File: src/rtl/tmr_pkg.sv
package tmr_pkg;
  typedef enum logic [1:0] {
    TK_ON    = 2'd0,
    TK_OFF   = 2'd1,
    TK_PULSE = 2'd2,
    TK_RSV   = 2'd3
  } tkind_e;
endpackage

File: src/rtl/tmr_rtc.sv
module tmr_rtc #(
  parameter int TW       = 32,
  parameter int TICK_DIV = 4
) (
  input  logic          clk,
  input  logic          rst_n,
  output logic [TW-1:0] rtc
);
  localparam int PW = (TICK_DIV > 1) ? $clog2(TICK_DIV) : 1;

  logic [PW-1:0] pre_q, pre_d;
  logic [TW-1:0] rtc_q, rtc_d;
  logic          tick;

  always_comb begin
    tick  = (pre_q == PW'(TICK_DIV - 1));
    pre_d = tick ? '0 : pre_q + 1'b1;
    rtc_d = tick ? rtc_q + 1'b1 : rtc_q;
  end

  always_ff @(posedge clk or negedge rst_n) begin
    if (!rst_n) begin
      pre_q <= '0;
      rtc_q <= '0;
    end else begin
      pre_q <= pre_d;
      rtc_q <= rtc_d;
    end
  end

  assign rtc = rtc_q;

  // time base steps by one on a tick and holds otherwise
  p_rtc_step_r1: assert property (@(posedge clk) disable iff (!rst_n)
    tick |=> (rtc_q == $past(rtc_q) + 1'b1));
  p_rtc_hold_r1: assert property (@(posedge clk) disable iff (!rst_n)
    !tick |=> $stable(rtc_q));
endmodule

File: src/rtl/tmr_store.sv
module tmr_store
  import tmr_pkg::*;
#(
  parameter int N  = 16,
  parameter int AW = 4,
  parameter int TW = 32
) (
  input  logic          clk,
  input  logic          rst_n,
  input  logic [AW-1:0] addr,
  input  logic          in_we,
  input  logic          in_d,
  input  logic          pt_we,
  input  logic [TW-1:0] pt_d,
  input  logic          kind_we,
  input  tkind_e        kind_d,
  input  logic          st_we,
  input  logic [TW-1:0] st_d,
  input  logic          bit_d,
  output logic          rd_in,
  output logic [TW-1:0] rd_pt,
  output tkind_e        rd_kind,
  output logic [TW-1:0] rd_st,
  output logic          rd_bit
);
  logic          in_m   [N];
  logic          bit_m  [N];
  tkind_e        kind_m [N];
  logic [TW-1:0] pt_m   [N];
  logic [TW-1:0] st_m   [N];

  for (genvar i = 0; i < N; i++) begin : g_ent
    logic sel;
    assign sel = (addr == AW'(i));

    always_ff @(posedge clk or negedge rst_n) begin
      if (!rst_n) begin
        in_m[i]   <= 1'b0;
        bit_m[i]  <= 1'b0;
        kind_m[i] <= TK_ON;
        pt_m[i]   <= '0;
        st_m[i]   <= '0;
      end else if (sel) begin
        if (in_we)   in_m[i]   <= in_d;
        if (pt_we)   pt_m[i]   <= pt_d;
        if (kind_we) kind_m[i] <= kind_d;
        if (st_we)   st_m[i]   <= st_d;
        bit_m[i] <= bit_d;
      end
    end
  end

  always_comb begin
    rd_in   = in_m[addr];
    rd_pt   = pt_m[addr];
    rd_kind = kind_m[addr];
    rd_st   = st_m[addr];
    rd_bit  = bit_m[addr];
  end
endmodule

File: src/rtl/tmr_eval.sv
module tmr_eval
  import tmr_pkg::*;
#(
  parameter int TW = 32
) (
  input  tkind_e        kind,
  input  logic          in_s,
  input  logic          in_eff,
  input  logic          bit_s,
  input  logic [TW-1:0] start_s,
  input  logic [TW-1:0] pt,
  input  logic [TW-1:0] rtc,
  output logic          cap,
  output logic          bit_next,
  output logic          q,
  output logic [TW-1:0] et
);
  logic          is_off, is_pulse, live, done_old, done, gate;
  logic [TW-1:0] start_eff, raw;

  always_comb begin
    is_off    = (kind == TK_OFF);
    is_pulse  = (kind == TK_PULSE);
    // pulse state as of the last access, ended if trigger low and time up
    done_old  = ((rtc - start_s) >= pt);
    live      = bit_s & ~(~in_s & done_old);
    if (is_pulse)    cap = ~live;
    else if (is_off) cap = in_s;
    else             cap = ~in_s;
    start_eff = cap ? rtc : start_s;
    raw       = rtc - start_eff;
    done      = (raw >= pt);
    bit_next  = is_pulse & (live | in_eff);
    if (is_pulse) begin
      q    = bit_next & ~done;
      gate = bit_next;
    end else if (is_off) begin
      q    = in_eff | ~done;
      gate = ~in_eff;
    end else begin
      q    = in_eff & done;
      gate = in_eff;
    end
    et = gate ? (done ? pt : raw) : '0;
  end
endmodule

File: src/rtl/tmr_bank.sv
module tmr_bank
  import tmr_pkg::*;
#(
  parameter int N        = 16,
  parameter int TW       = 32,
  parameter int TICK_DIV = 4,
  localparam int AW      = (N > 1) ? $clog2(N) : 1
) (
  input  logic          clk,
  input  logic          rst_n,
  input  logic [AW-1:0] sel_addr,
  input  logic          in_we,
  input  logic          in_val,
  input  logic          pt_we,
  input  logic [TW-1:0] pt_val,
  input  logic          kind_we,
  input  logic [1:0]    kind_val,
  output logic          q,
  output logic [TW-1:0] et,
  output logic [TW-1:0] rtc_ms
);
  logic          rd_in, rd_bit, cap, bit_next, in_eff, bit_wr;
  logic [TW-1:0] rd_pt, rd_st, pt_eff, rtc;
  tkind_e        rd_kind;

  tmr_rtc #(.TW(TW), .TICK_DIV(TICK_DIV)) u_rtc (
    .clk(clk), .rst_n(rst_n), .rtc(rtc)
  );

  tmr_store #(.N(N), .AW(AW), .TW(TW)) u_store (
    .clk(clk), .rst_n(rst_n), .addr(sel_addr),
    .in_we(in_we), .in_d(in_val),
    .pt_we(pt_we), .pt_d(pt_val),
    .kind_we(kind_we), .kind_d(tkind_e'(kind_val)),
    .st_we(cap), .st_d(rtc),
    .bit_d(bit_wr),
    .rd_in(rd_in), .rd_pt(rd_pt), .rd_kind(rd_kind),
    .rd_st(rd_st), .rd_bit(rd_bit)
  );

  always_comb begin
    in_eff = in_we ? in_val : rd_in;
    pt_eff = pt_we ? pt_val : rd_pt;
    bit_wr = kind_we ? 1'b0 : bit_next;
  end

  tmr_eval #(.TW(TW)) u_eval (
    .kind(rd_kind), .in_s(rd_in), .in_eff(in_eff), .bit_s(rd_bit),
    .start_s(rd_st), .pt(pt_eff), .rtc(rtc),
    .cap(cap), .bit_next(bit_next), .q(q), .et(et)
  );

  assign rtc_ms = rtc;

  // idle on-delay reads zero and low
  p_ton_idle_r3: assert property (@(posedge clk) disable iff (!rst_n)
    ((rd_kind == TK_ON) && !in_eff) |-> (et == '0 && !q));
  // an active on-delay output implies elapsed reached preset
  p_ton_q_r4: assert property (@(posedge clk) disable iff (!rst_n)
    ((rd_kind == TK_ON) && q) |-> (et == pt_eff));
  // off-delay with trigger high is on with zero elapsed
  p_tof_high_r5: assert property (@(posedge clk) disable iff (!rst_n)
    ((rd_kind == TK_OFF) && in_eff) |-> (q && et == '0));
  // a live pulse has elapsed below preset
  p_tp_q_r6: assert property (@(posedge clk) disable iff (!rst_n)
    ((rd_kind == TK_PULSE) && q) |-> (et < pt_eff));
  // elapsed is clamped to the preset
  p_et_clamp_r7: assert property (@(posedge clk) disable iff (!rst_n)
    et <= pt_eff);
endmodule

File: config.mk
export PLATFORM = sky130hd
export DESIGN_NAME = tmr_bank
export DESIGN_NICKNAME = d
export VERILOG_FILES = /design/src/rtl/tmr_pkg.sv /design/src/rtl/tmr_rtc.sv /design/src/rtl/tmr_store.sv /design/src/rtl/tmr_eval.sv /design/src/rtl/tmr_bank.sv
export SDC_FILE = /design/constraint.sdc
export NUM_CORES = 2
export LEC_CHECK = 0
export BUFFER_PORTS_ARGS = -buffer_cell sky130_fd_sc_hd__buf_2
export CAP_MARGIN = 25
export CORE_ASPECT_RATIO = 0.8
export CORE_MARGIN = 2
export CORE_UTILIZATION = 50
export CTS_CLUSTER_DIAMETER = 100
export DETAILED_ROUTE_END_ITERATION = 6
export GPL_TIMING_DRIVEN = 0
export PLACE_DENSITY = 0.76
export SLEW_MARGIN = 10
export SYNTH_ARGS = -nofsm -noshare
export SYNTH_HDL_FRONTEND = slang
export SYNTH_SLANG_ARGS = --single-unit
export TNS_END_PERCENT = 50
File: constraint.sdc
create_clock -name clk -period 19.69 [get_ports clk]
set_input_delay 1.969 -clock clk [delete_from_list [all_inputs] [get_ports clk]]
set_output_delay 1.969 -clock clk [all_outputs]
set_load 0.02 [all_outputs]
## After elaboration in Yosys (flattened, before gate mapping)

Index checks and enable logic that the tools add are counted.

| word-level totals | value |
|---|---|
| bits in registers | 1,122 |
| bits of input ports | 44 |
| word-level logic and storage cells | 213 |

| cells by class | value |
|---|---|
| add/subtract/negate cells | 4 |
| $lt $le $gt $ge | 3 |
| equal/unequal tests | 18 |
| mux-type cells | 28 |
| bitwise operators | 13 |
| reductions and logical operators | 65 |

Operators with widths:

| kind | count |
|---|---|
| $bmux W32 S4 | 2 |
| $mux W32 | 8 |
| $reduce_and A2 Y1 | 64 |
| $ge A32 B32 Y1 | 2 |
| $sub A32 B32 Y32 | 2 |
| $add A32 B1 Y32 const B | 1 |
| $eq A4 B4 Y1 const B | 8 |
| $eq A4 B3 Y1 const B | 4 |
| $mux W1 | 12 |
| $bmux W1 S4 | 2 |
| $bmux W2 S4 | 1 |
| $eq A4 B2 Y1 const B | 2 |
| $mux W2 | 3 |
| $and A1 B1 Y1 | 5 |
| $ge A5 B5 Y1 const B | 1 |
| $not A1 Y1 | 5 |
| $not A4 Y5 | 1 |
| $eq A2 B2 Y1 const B | 2 |
| $eq A4 B1 Y1 const B | 1 |
| $logic_not A4 Y1 | 1 |
| $add A2 B1 Y2 const B | 1 |
| $eq A2 B1 Y1 const B | 1 |
| $or A1 B1 Y1 | 2 |

## Longest topological paths before layout

| logic depth | value |
|---|---|
| word-level depth | 18 |
| gate-level depth with buffers | 55 |

## Hierarchy

A second synthesis with hierarchy kept.

| second synthesis, totals | value |
|---|---|
| cells, all modules | 4,030 |
| area total of the unflattened synthesis | 56,445.4 sq um |

By module, submodules not included:

| module | times used | cells each | area each (sq um) |
|---|---|---|---|
| tmr_store | 1 | 3,028 | 48,656.7 |
| tmr_eval | 1 | 837 | 5,705.5 |
| tmr_rtc | 1 | 127 | 1,521.5 |
| tmr_bank | 1 | 38 | 561.8 |

## Least setup slack after synthesis

No wires, ideal clock.

| timing path | value |
|---|---|
| path type | input-to-output |
| start | input sel_addr[1] |
| end | output et[16] |
| arrival time | 12.474 ns |
| required time | 17.721 ns |
| slack | 5.247 ns |
| stages | 54 |
| buffers on the path | 12 |
| cells stage by stage | buf_2 > buf_2 > buf_2 > buf_6 > buf_2 > buf_2 > buf_1 > mux4_2 > mux4_2 > inv_1 > ha_1 > a21o_1 > a21oi_1 > o211ai_1 > a21oi_1 > o31ai_1 > a21o_1 > or4b_1 > [18 not listed] > o211a_1 > o21ai_1 > a31oi_1 > a21oi_1 > a21oi_1 > o21ai_0 > xor2_1 > ha_1 > a21o_1 > a21oi_1 > o21ai_0 > nand3_1 > nand2_1 > or2_2 > clkbuf_1 > clkbuf_1 > clkbuf_1 > a211oi_1 |

| on the way | value |
|---|---|
| longest elaborated chain between the ends | 16 |
| elaborated cells between the ends (all ways) | 39 |

Ends and longest elaborated chain:

| what | RTL line | source |
|---|---|---|
| from (decl) | tmr_bank.sv:11 | `input logic [AW-1:0] sel_addr,` |
| $not A4 Y5 (implied by the code) * | n/a |  |
| $bmux W32 S4, on equally long branches | tmr_store.sv:57, tmr_store.sv:55 |  |
| $mux W32, on equally long branches (2 in series) | tmr_store.sv:57, tmr_store.sv:55 |  |
| $sub A32 B32 Y32 or $mux W32 (tied branches) | tmr_eval.sv:25, tmr_bank.sv:43 |  |
| $ge A32 B32 Y1 | tmr_eval.sv:25 | `done_old = ((rtc - start_s) >= pt);` |
| $and A1 B1 Y1 | tmr_eval.sv:26 | `live = bit_s & ~(~in_s & done_old);` |
| $not A1 Y1 | tmr_eval.sv:26 |  |
| $and A1 B1 Y1 | tmr_eval.sv:26 |  |
| $not A1 Y1 | tmr_eval.sv:27 | `if (is_pulse) cap = ~live;` |
| $mux W1 | tmr_eval.sv:27 |  |
| $mux W32 | tmr_eval.sv:30 | `start_eff = cap ? rtc : start_s;` |
| $sub A32 B32 Y32 | tmr_eval.sv:31 | `raw = rtc - start_eff;` |
| $ge A32 B32 Y1 | tmr_eval.sv:32 | `done = (raw >= pt);` |
| $mux W32 | tmr_eval.sv:44 | `et = gate ? (done ? pt : raw) : '0;` |
| $mux W32 * | tmr_eval.sv:44 |  |
| to (decl) | tmr_bank.sv:19 | `output logic [TW-1:0] et,` |

Every way passes the cells marked *; elsewhere a longest branch is shown, timed or not. The select of a mux whose other input is x is not followed.

## Worst setup path in the final report

| timing path | value |
|---|---|
| start | input sel_addr[3] |
| end | output et[9] |

Same word-level chain as after synthesis.

==> summary.md <==
| Metric | Value |
|---|---|
| Final Power | ~7.4 mW |
| Num CTS Buffers | roughly 110 |
| PD cells | 115 nW/um^2 |
| Total grt overflow | 0 |
| Post-synthesis net count | approximately 4000 |
| Area share of the largest cell type after synthesis | 0.487 |
| Max FO, Critical Path | 10 |
| Crit path kind | input pin to primary output |
| Core box area | ~110000 um^2 |
| Area grow syn2layout | 11.9% |
| DIE HEIGHT | slightly above 300 um |
| Number of synthesis warnings | 0 |
| Buffers on Ports | about 100 |
| Post-route ant nets | 0 |
| Initial antenna violation count | 11 |
| RSZ-0062 raised after global routing | no |
| Synth top area cells | dfrtp_1 49%, mux4_2 13%, mux2_2 11%, mux2_4 7.8%, mux2_1 4.1% |
| Leading area contributor after synthesis | dfrtp_1 |
| Pins Over Slew Limit | 0 |
| Slowest-stage cell, CP | clkbuf_1 |
| H-tree lvl count | 3 |
| Worst Hold Class | flop to flop |
| Die Area | 118000 um^2 |
| Placed cell count | roughly 5500 |
| Final wirelength | around 160000 um |
| Most frequent cells in the layout | 1122 x dfrtp_1, 578 x mux2_2, 337 x mux4_2 |
| Final Hold Viols | 0 |
| LEAKAGE | approximately 30 nW |
| Vias in the first global route | ~36000 |
| Final net count | around 4200 |
| Largest net degree at the start of global routing | 144 |
| Row cnt | about 110 |
| Max VDD drop | approximately 0.00015 V |
| Clk slew on worst S/H paths | around 0.060 ns |
| Final Skew | 0.0392 ns |
| Tightest Pin Transition | roughly 1.2 ns |
| Worst-Skew Late Latency | around 0.74 ns |
| Synth Area in XOR/XNOR | 0.0137 |
| Final period utilization | 0.982 |
| CTS tree | yes |
| Register area share after synthesis | 0.487 |
| Mapped Area | approximately 58000 um^2 |
| # hold bufs at CTS | 0 |
| Vias | 35200 |
| Commonest non-fill, non-tap cell in the layout | dfrtp_1 |
| Drt first-iter violations | roughly 3600 |
| Outcome | complete, but fails checks |
| Mapped Cells | 3829 |
| Avg Cell Area, Syn | ~15 um^2 |
| Async SR Flop Fraction | 1.00 |
| Max incr delay on CP | about 0.93 ns |
| Adder-cell share of the synthesized area | 0.0287 |
| DR pass1 iterations | 7 |
| Clock sink count | between 1000 and 1500 |
| # IOs | about 110 |
| Startpoint types | input pin |
| Synthesized flop and latch total | between 1000 and 1500 |
| DRC | 5 |
| Layout Cells excl Fill | around 5700 |
| Root Driver | clkbuf_16 |
| Initial core utilization | 0.504 |
| Max Cap Viol | 0 |
| Post-synth EDFFs | 0 |
| Detailed Place HPWL | about 110000 um |
| Longest Clk Path Bufs | 3 |
| Die X | roughly 380 um |
| Violations in the final reports | DRC |
| Slew HR | 0.222 |
| Average wire per standard cell | 27.4 um |
| Routability cong. | 0.941 |
| Worst path most repeated cell | clkbuf_1 |
| Top_reg_cell synth | dfrtp_1 |
| Endpoints failing setup | 0 |
| Synth Area in Compound Gates | 0.0313 |
| Peak Freq | 51.7 MHz |
| Final Critical Period | approximately 19 ns |
| Share of cells above drive strength 1 | 0.407 |
| Multiplexer area fraction after synthesis | 0.375 |
| Largest family of logic cells by synthesized area | multiplexers |
| First-pass GRT wire length | 235000 um |
| Gr usage total | 0.268 |
| Synth unique cells | 75 |
| CP endpoint kind | primary output |
| Critical path arrival | around 17 ns |
| Avg Vias per Cell | between 6 and 7 |
| Req. time, crit path | 17.72 ns |
| Post-Synth Simple-Gate Area | 0.0293 |
-- kinds of logic (layout without fill, tap and decap cells) --
kind of cell,count (synthesis),count (layout)
adder cells (fa/ha/maj),131,131
buffers and inverters,370,703
flip-flops,1122,1122
XOR/XNOR,90,90
AO/OA/AOI/OAI,270,270
other,0,2
AND/OR/NAND/NOR,357,357
multiplexers,1489,1489
-- sequential cells by signal, indices dropped and copies added (netlist names) --
name and flops:
u_rtc.pre_q 2, u_store.bit_m 16, u_store.pt_m 512, u_rtc.rtc 32
u_store.st_m 512, u_store.kind_m 32, u_store.in_m 16
-- report_power, final --
group          leakage [nW]  internal (mW)  switching (mW)
logic                  13.9          0.995            1.32
clock network          1.92           1.31           0.955
registers              14.6           2.64           0.170
-- critical path: cells and delay by family --
family | cells | cell delay (ns)
multiplexers | 3 | 0.87
buffers and inverters | 14 | 5.40
AO/OA/AOI/OAI | 19 | 5.67
AND/OR/NAND/NOR | 9 | 2.16
XOR/XNOR | 1 | 0.15
adder cells (fa/ha/maj) | 4 | 1.07
-- metrics by stage --
| step | hold slack, ns | TNS, ns | utilization | instance area [um^2] | worst slack [ns] |
|---|---|---|---|---|---|
| after floorplan | 0.403 | 0 | - | 57600 | 5.25 |
| after global placement | 0.414 | -8408.62 | 0.525 | 60100 | -7.76 |
| after detailed placement | 0.428 | -1.37 | 0.528 | 60500 | -0.166 |
| after CTS | 0.437 | 0 | 0.562 | 64400 | 0.00574 |
| after global routing | 0.457 | 0 | 0.564 | 64500 | 0.00213 |
| final | 0.434 | 0 | 0.564 | 64500 | 0.350 |
-- routing by layer --
layer,vias up,GRT usage,wire length [um]
met5,-,0,47
met4,8,0.0682,3880
li1,14700,-,-
met3,224,0.0747,14800
met2,1359,0.370,65800
met1,18900,0.415,71600
-- synth_stat cells (4+ instances only) --
library cell and number:
o21bai_1 10, buf_6 45, ha_1 129, nand2b_1 25, a21oi_1 83, o21ai_0 29
mux2_4 300, buf_12 9, nor2b_1 12, clkbuf_1 139, nor3_1 19, and3_1 16
o21ai_1 4, nand4_1 14, a31oi_1 9, inv_1 50, o31ai_1 4, o21a_1 9
and4_1 7, buf_1 64, mux2_1 212, nor2_1 91, dfrtp_1 1122, nand2_1 121
o211ai_1 7, a22oi_2 4, mux2i_1 62, a211oi_1 41, xor2_1 28, buf_2 42
or2_1 4, mux2_2 578, nand3_1 26, or2_2 4, and2_1 5, mux4_2 337
a21o_1 35, xnor2_1 62, buf_4 17
-- final timing paths --
check | depth (start not counted) | start | slack (ns) | to
setup / recovery | 50 | sel_addr[3] | 0.35 | et[9]
max in group asynchronous | 5 | rst_n | 15.63 | u_store.st_m[218]
setup reg to reg | 26 | u_store.st_m[19] | 11.91 | u_store.st_m[440]
min in group asynchronous | 1 | rst_n | 1.19 | u_store.pt_m[433]
hold / removal | 1 | u_rtc.pre_q[0] | 0.43 | u_rtc.pre_q[0]
hold reg to reg | 1 | u_rtc.pre_q[0] | 0.43 | u_rtc.pre_q[0]
-- layout make-up --
cell class	count	area [um^2]
Clock inverter	59	876
Clock buffer	143	3010
Antenna cell	2	5.00
Tap cell	1525	1910
Sequential cell	1122	28100
Timing Repair Buffer	131	973
Multi-Input combinational cell	2337	27600
Inverter	50	188
Fill cell	8939	49900
Buffer	320	1860
-- repair_timing --
action / 4_1_cts / 5_1_grt
buffers inserted: 0 / 1
resized for setup: 7 / 32
pin swaps: 0 / 1
endpoints found under the setup margin: 19 / 33
Power figures use the tool's default switching activity.
